File: config.mk
export PLATFORM = sky130hd
export DESIGN_NAME = pulse_pause_rx
export DESIGN_NICKNAME = d
export VERILOG_FILES = /design/src/rtl/ppr_pkg.sv /design/src/rtl/ppr_sync.sv /design/src/rtl/ppr_tick.sv /design/src/rtl/ppr_interval.sv /design/src/rtl/ppr_classify.sv /design/src/rtl/pulse_pause_rx.sv
export SDC_FILE = /design/constraint.sdc
export NUM_CORES = 1
export LEC_CHECK = 0
export ABC_AREA = 1
export BUFFER_PORTS_ARGS = -buffer_cell sky130_fd_sc_hd__buf_2
export CORE_ASPECT_RATIO = 1.75
export CORE_MARGIN = 8
export CORE_UTILIZATION = 50
export DETAILED_ROUTE_END_ITERATION = 8
export PLACE_DENSITY = 0.72
export SLEW_MARGIN = 20
export SYNTH_ARGS = -nofsm -noshare
export SYNTH_HDL_FRONTEND = slang
export SYNTH_SLANG_ARGS = --single-unit
File: constraint.sdc
create_clock -name clk -period 3.3 [get_ports clk]
set_input_delay 0.66 -clock clk [delete_from_list [all_inputs] [get_ports clk]]
set_output_delay 0.66 -clock clk [all_outputs]
set_load 0.01 [all_outputs]
File: src/rtl/ppr_pkg.sv
package ppr_pkg;

    // Classification of one measured interval
    typedef enum logic [1:0] {
        SYM_ZERO = 2'd0,
        SYM_ONE  = 2'd1,
        SYM_BAD  = 2'd2
    } sym_e;

endpackage

File: src/rtl/ppr_sync.sv
module ppr_sync #(
    parameter int STAGES = 2
) (
    input  logic clk,
    input  logic rst_n,
    input  logic din,
    output logic rise
);

    logic [STAGES-1:0] sync_d, sync_q;
    logic              prev_d, prev_q;

    always_comb begin
        sync_d = {sync_q[STAGES-2:0], din};
        prev_d = sync_q[STAGES-1];
    end

    always_ff @(posedge clk or negedge rst_n) begin
        if (!rst_n) begin
            sync_q <= '0;
            prev_q <= 1'b0;
        end else begin
            sync_q <= sync_d;
            prev_q <= prev_d;
        end
    end

    // Edge seen on the synchronized level against its one-cycle delay
    assign rise = sync_q[STAGES-1] & ~prev_q;

endmodule

File: src/rtl/ppr_tick.sv
module ppr_tick #(
    parameter int DIV = 32
) (
    input  logic clk,
    input  logic rst_n,
    input  logic restart,
    output logic tick
);

    localparam int PRE_W = (DIV > 2) ? $clog2(DIV) : 1;
    localparam logic [PRE_W-1:0] LAST = PRE_W'(DIV - 1);

    logic [PRE_W-1:0] pre_d, pre_q;

    always_comb begin
        if (restart) begin
            pre_d = '0;
        end else if (pre_q == LAST) begin
            pre_d = '0;
        end else begin
            pre_d = pre_q + 1'b1;
        end
    end

    always_ff @(posedge clk or negedge rst_n) begin
        if (!rst_n) pre_q <= '0;
        else        pre_q <= pre_d;
    end

    assign tick = (pre_q == LAST) && !restart;

endmodule

File: src/rtl/ppr_interval.sv
module ppr_interval #(
    parameter int HALT  = 3000,
    parameter int CNT_W = 12
) (
    input  logic             clk,
    input  logic             rst_n,
    input  logic             restart,
    input  logic             tick,
    output logic [CNT_W-1:0] count
);

    localparam logic [CNT_W-1:0] CEIL = CNT_W'(HALT);

    logic [CNT_W-1:0] cnt_d, cnt_q;

    always_comb begin
        cnt_d = cnt_q;
        if (restart) begin
            cnt_d = '0;
        end else if (tick && (cnt_q < CEIL)) begin
            cnt_d = cnt_q + 1'b1;
        end
    end

    always_ff @(posedge clk or negedge rst_n) begin
        if (!rst_n) cnt_q <= '0;
        else        cnt_q <= cnt_d;
    end

    assign count = cnt_q;

endmodule

File: src/rtl/ppr_classify.sv
module ppr_classify
    import ppr_pkg::*;
#(
    parameter int CNT_W    = 12,
    parameter int ONE_NOM  = 150,
    parameter int ZERO_NOM = 90,
    parameter int TOL      = 20
) (
    input  logic [CNT_W-1:0] count,
    output sym_e             sym
);

    // Open windows: strictly greater than LO, strictly less than HI
    localparam logic [CNT_W-1:0] ONE_LO  = CNT_W'(ONE_NOM - TOL);
    localparam logic [CNT_W-1:0] ONE_HI  = CNT_W'(ONE_NOM + TOL);
    localparam logic [CNT_W-1:0] ZERO_LO = CNT_W'(ZERO_NOM - TOL);
    localparam logic [CNT_W-1:0] ZERO_HI = CNT_W'(ZERO_NOM + TOL);

    logic in_one, in_zero;

    always_comb begin
        in_one  = (count > ONE_LO)  && (count < ONE_HI);
        in_zero = (count > ZERO_LO) && (count < ZERO_HI);
        if (in_one)       sym = SYM_ONE;
        else if (in_zero) sym = SYM_ZERO;
        else              sym = SYM_BAD;
    end

endmodule

File: src/rtl/pulse_pause_rx.sv
module pulse_pause_rx
    import ppr_pkg::*;
#(
    parameter int TICK_DIV    = 32,
    parameter int ONE_NOM     = 150,
    parameter int ZERO_NOM    = 90,
    parameter int TOL         = 20,
    parameter int HALT_TICKS  = 3000,
    parameter int MAX_BITS    = 15,
    parameter int SYNC_STAGES = 2,
    localparam int CNT_W      = $clog2(HALT_TICKS + 1),
    localparam int BITS_W     = $clog2(MAX_BITS + 1)
) (
    input  logic              clk,
    input  logic              rst_n,
    input  logic              env_in,
    output logic              frame_valid,
    output logic [BITS_W-1:0] frame_bits,
    output logic [MAX_BITS-1:0] frame_data,
    output logic [CNT_W-1:0]  interval_count
);

    localparam logic [CNT_W-1:0]  END_CNT  = CNT_W'(ONE_NOM + TOL);
    localparam logic [BITS_W-1:0] BIT_CAP  = BITS_W'(MAX_BITS);

    typedef struct packed {
        logic                active;
        logic [BITS_W-1:0]   nbits;
        logic [MAX_BITS-1:0] data;
        logic                out_valid;
        logic [BITS_W-1:0]   out_bits;
        logic [MAX_BITS-1:0] out_data;
    } fr_t;

    logic             edge_rise;
    logic             tick;
    logic [CNT_W-1:0] count;
    sym_e             sym;
    fr_t              fr_d, fr_q;
    logic             end_frame;
    logic             bit_val;

    ppr_sync #(.STAGES(SYNC_STAGES)) u_sync (
        .clk  (clk),
        .rst_n(rst_n),
        .din  (env_in),
        .rise (edge_rise)
    );

    ppr_tick #(.DIV(TICK_DIV)) u_tick (
        .clk    (clk),
        .rst_n  (rst_n),
        .restart(edge_rise),
        .tick   (tick)
    );

    ppr_interval #(.HALT(HALT_TICKS), .CNT_W(CNT_W)) u_interval (
        .clk    (clk),
        .rst_n  (rst_n),
        .restart(edge_rise),
        .tick   (tick),
        .count  (count)
    );

    ppr_classify #(
        .CNT_W   (CNT_W),
        .ONE_NOM (ONE_NOM),
        .ZERO_NOM(ZERO_NOM),
        .TOL     (TOL)
    ) u_classify (
        .count(count),
        .sym  (sym)
    );

    always_comb begin
        fr_d           = fr_q;
        fr_d.out_valid = 1'b0;
        end_frame      = 1'b0;
        bit_val        = (sym == SYM_ONE);

        if (edge_rise) begin
            if (sym == SYM_BAD) begin
                // Out-of-window edge closes an open frame, ignored when idle
                end_frame = fr_q.active;
            end else begin
                fr_d.active = 1'b1;
                if (fr_q.nbits < BIT_CAP) begin
                    fr_d.data  = fr_q.data | (MAX_BITS'(bit_val) << fr_q.nbits);
                    fr_d.nbits = fr_q.nbits + 1'b1;
                end
            end
        end else if (fr_q.active && (count >= END_CNT)) begin
            // Silence past the longest valid interval
            end_frame = 1'b1;
        end

        if (end_frame) begin
            fr_d.out_valid = 1'b1;
            fr_d.out_bits  = fr_q.nbits;
            fr_d.out_data  = fr_q.data;
            fr_d.active    = 1'b0;
            fr_d.nbits     = '0;
            fr_d.data      = '0;
        end
    end

    always_ff @(posedge clk or negedge rst_n) begin
        if (!rst_n) fr_q <= '0;
        else        fr_q <= fr_d;
    end

    assign frame_valid    = fr_q.out_valid;
    assign frame_bits     = fr_q.out_bits;
    assign frame_data     = fr_q.out_data;
    assign interval_count = count;

endmodule

==> key figures <==
Yosys
  – Commonest cells post-synth: nand2_1 (105), dfrtp_1 (60), inv_1 (39)
  – Yosys top cell area share: 46.1%
  – Sequential area share after synthesis: 46.1%
  – Most common cell in the synthesized netlist: nand2_1
  – Top cells by area, synth: dfrtp_1 (46%), nand2_1 (12%), inv_1 (4.5%), buf_4 (4.4%), nor2_1 (4.0%)
  – Synth Register Bits: 60
  – Post-synth cell types: 34
  – YS warnings: 0
  – Mean Syn Cell Area: a little under 8 um^2
  – Post-Synthesis Cells: 412
  – Post-synth top flop: dfrtp_1
  – Synth Cell Area: 3260 um^2
  – Ys async rst share: 100%
  – Largest area contributor in the netlist: dfrtp_1
  – Post-synth EDFFs: 0
  – Synthesized Nets: roughly 420

Placement
  – GPL Wtd Cong: 0.916
  – PortBufs: 34
  – Post-DP HPWL: slightly above 5000 um
  – Post-DP Area: roughly 3300 um^2

Clocking
  – H-tree Lvls: 3
  – CTS tree: yes
  – CTS resizes: 0
  – Clk sinks: 60
  – Clock slew at reported path FFs: approximately 0.050 ns
  – Worst-skew pair later-pin latency: around 0.33 ns
  – Buffers inserted by post-CTS timing repair: 0
  – Post-CTS Hold Fix Bufs: 0
  – Maximum clock path buffer count: 2
  – Root Buffer: clkbuf_16
  – Cts bufs inserted: 9

Finish
  – Layout cells sized above 1: 16.0%
  – Nets: between 400 and 500
  – Area grow syn2layout: 10.2%
  – N_diodes: 0
  – Design area: about 3600 um^2

Power and ir drop
  – Leakage: approximately 1.8 nW
  – Tot Pwr: 1.75 mW
  – Power density cells: 487 nW/um^2
  – Peak VDD IR: approximately 250 uV

STA
  – Endpoints failing setup: 0
  – Slew headroom: about half
  – Highest clock rate: around 440 MHz
  – Worst-Margin Slew: roughly 0.76 ns
  – Fin. Hold Viols: 0
  – Skew final: approximately 0.0081 ns
  – Max Slew Vio Count: 0
  – RSZ-0062 raised after global routing: false
  – Post-Route Setup TNS: 0 ns
  – Crit share post-route: between 60% and 70%
  – Hold Slack: between 0.3 and 0.4 ns
  – Minimum clock period after layout: between 2 and 2.5 ns

Worst setup path
  – Reg-to-reg startpoint: u_interval.count[6]
  – Data required time of the worst path: around 3.5 ns
  – Worst path depth: 12
  – CP max-delay cell: dfrtp_1
  – Critical path buffers and inverters: 3
  – Flop2flop setup slack: between 1 and 1.5 ns
  – Critical path capture point type: flop
  – Crit path largest cell delay: ~0.46 ns
  – Crit path kind: flop to flop
  – R2R depth: 12
  – Startpoint types: flop
  – RR Endpoint: frame_data[13]
  – Worst-path fanout max: 38
  – CP endpoint: frame_data[13]
  – CP top delay family: simple AND/OR/NAND/NOR gates
  – Worst path cell trace: inv_2 -> nand2_1 -> nor2_1 -> nand3_1 -> nand2_2 -> inv_2 -> nand2_1 -> nand4_2 -> nand2_2 -> inv_2 -> nand2_1 -> o21ai_1
  – CP Launch Point: u_interval.count[6]
  – Worst Path Arrival: approximately 2.5 ns

Drt
  – DRC Markers: 0
  – Vias per cell: 5.16
  – Post-route ant nets: 0
  – Final WL: around 7100 um
  – Via count: around 2600
  – Drt first pass iters: 4
  – Number of DRC markers in iteration 0: about 250
  – Post-DR wirelength/cell: 13.8 um

Run status
  – Status: complete, no violations

Hold path
  – Hold crit path type: flop to flop

GRT
  – Global route overflow: 0
  – Initial antenna violation count: 0
  – Vias in the first global route: 2594
  – Largest net degree at the start of global routing: 61
  – GRT Overall Usage: roughly 16%
  – Global-route wire length before repair: 12200 um

Floorplanning
  – Die Wd: roughly 77 um
  – Initial Util: about half
  – DIE HEIGHT: 123 um
  – Row Count: 39
  – Total core area: 6440 um^2
  – DIE AREA: 9460 um^2
  – Ports: 35

Run
  – Max Cap Violations: 0
sequential cells by signal (all words and copies together), names as in the netlist:
| register | cells |
|---|---|
| fr_q | 20 |
| frame_bits | 4 |
| frame_data | 15 |
| frame_valid | 1 |
| u_interval.count | 12 |
| u_sync.prev_q | 1 |
| u_sync.sync_q | 2 |
| u_tick.pre_q | 5 |
final cells by class:
cell class                      instances  area [um^2]
Multi-Input combinational cell        272         1360
Inverter                               47          176
Tap cell                               82          103
Fill cell                             656         2850
Sequential cell                        60         1500
Timing Repair Buffer                   36          185
Clock inverter                          2         10.0
Clock buffer                           13          260
report_power, final:
part	total [mW]	leakage [nW]	internal (mW)	switching [mW]
clock network	0.855	0.135	0.541	0.314
logic	0.103	0.826	0.0367	0.0665
registers	0.790	0.824	0.764	0.0262
how the worst min path moves through the flow:
stage / start / end / slack (ns) / depth (start not counted)
final: u_sync.sync_q[0] / u_sync.sync_q[1] / 0.35 / 0
after global routing: u_sync.sync_q[0] / u_sync.sync_q[1] / 0.35 / 0
after CTS: u_sync.sync_q[0] / u_sync.sync_q[1] / 0.35 / 0
after detailed placement: u_sync.sync_q[0] / u_sync.sync_q[1] / 0.34 / 0
after global placement: u_sync.sync_q[0] / u_sync.sync_q[1] / 0.34 / 0
after floorplan: u_sync.sync_q[0] / u_sync.sync_q[1] / 0.33 / 0
metal layers:
layer | global-route usage [%] | routed length, um | up-vias
met5 | 0 | 0 | -
met1 | 16.8 | 2880 | 1219
met3 | 4.62 | 358 | 23
li1 | - | - | 1335
met2 | 28.0 | 3620 | 64
met4 | 10.5 | 220 | 0
kinds of logic (layout without fill, tap and decap cells):
kind of cell	count (synthesis)	after routing	synth area share, %
flops	60	60	46.1
xor+xnor	12	12	3.22
simple gates	205	205	28.6
compound gates	51	51	8.29
buf+inv	80	98	12.3
fa+ha+maj	4	4	1.54
placed cells by master, fill, tap and decap left out:
master     count
nor3_1         6
a21oi_1       17
nor2_1        35
nand4_2        1
nor2_8         1
inv_2          5
nand3b_1       1
and2_1         1
a31oi_2        1
buf_2         34
nand3_1       24
nand2_4        1
nor3_2         1
clkbuf_16      9
buf_4          2
nor3b_1        1
inv_1         39
nand2_1      105
o31ai_1        2
nor2_4         1
nand2_2        4
dfrtp_1       60
clkbuf_8       2
nor2_2         4
xnor2_1        1
o21ai_0       22
nand4_1       18
o211ai_1       1
clkinv_1       3
xor2_1        11
or2_2          1
o21ai_1        8
clkbuf_1       2
ha_1           4
clkinv_2       2
metrics by stage:
step,util (%),instances,setup WS (ns)
2_1_floorplan,-,412,1.44
3_3_place_gp,51.6,497,1.02
3_5_place_dp,51.6,497,0.997
4_1_cts,55.8,512,0.992
5_1_grt,55.8,512,0.723
6_report,55.8,512,1.01
(Power assumes the default switching activity.)
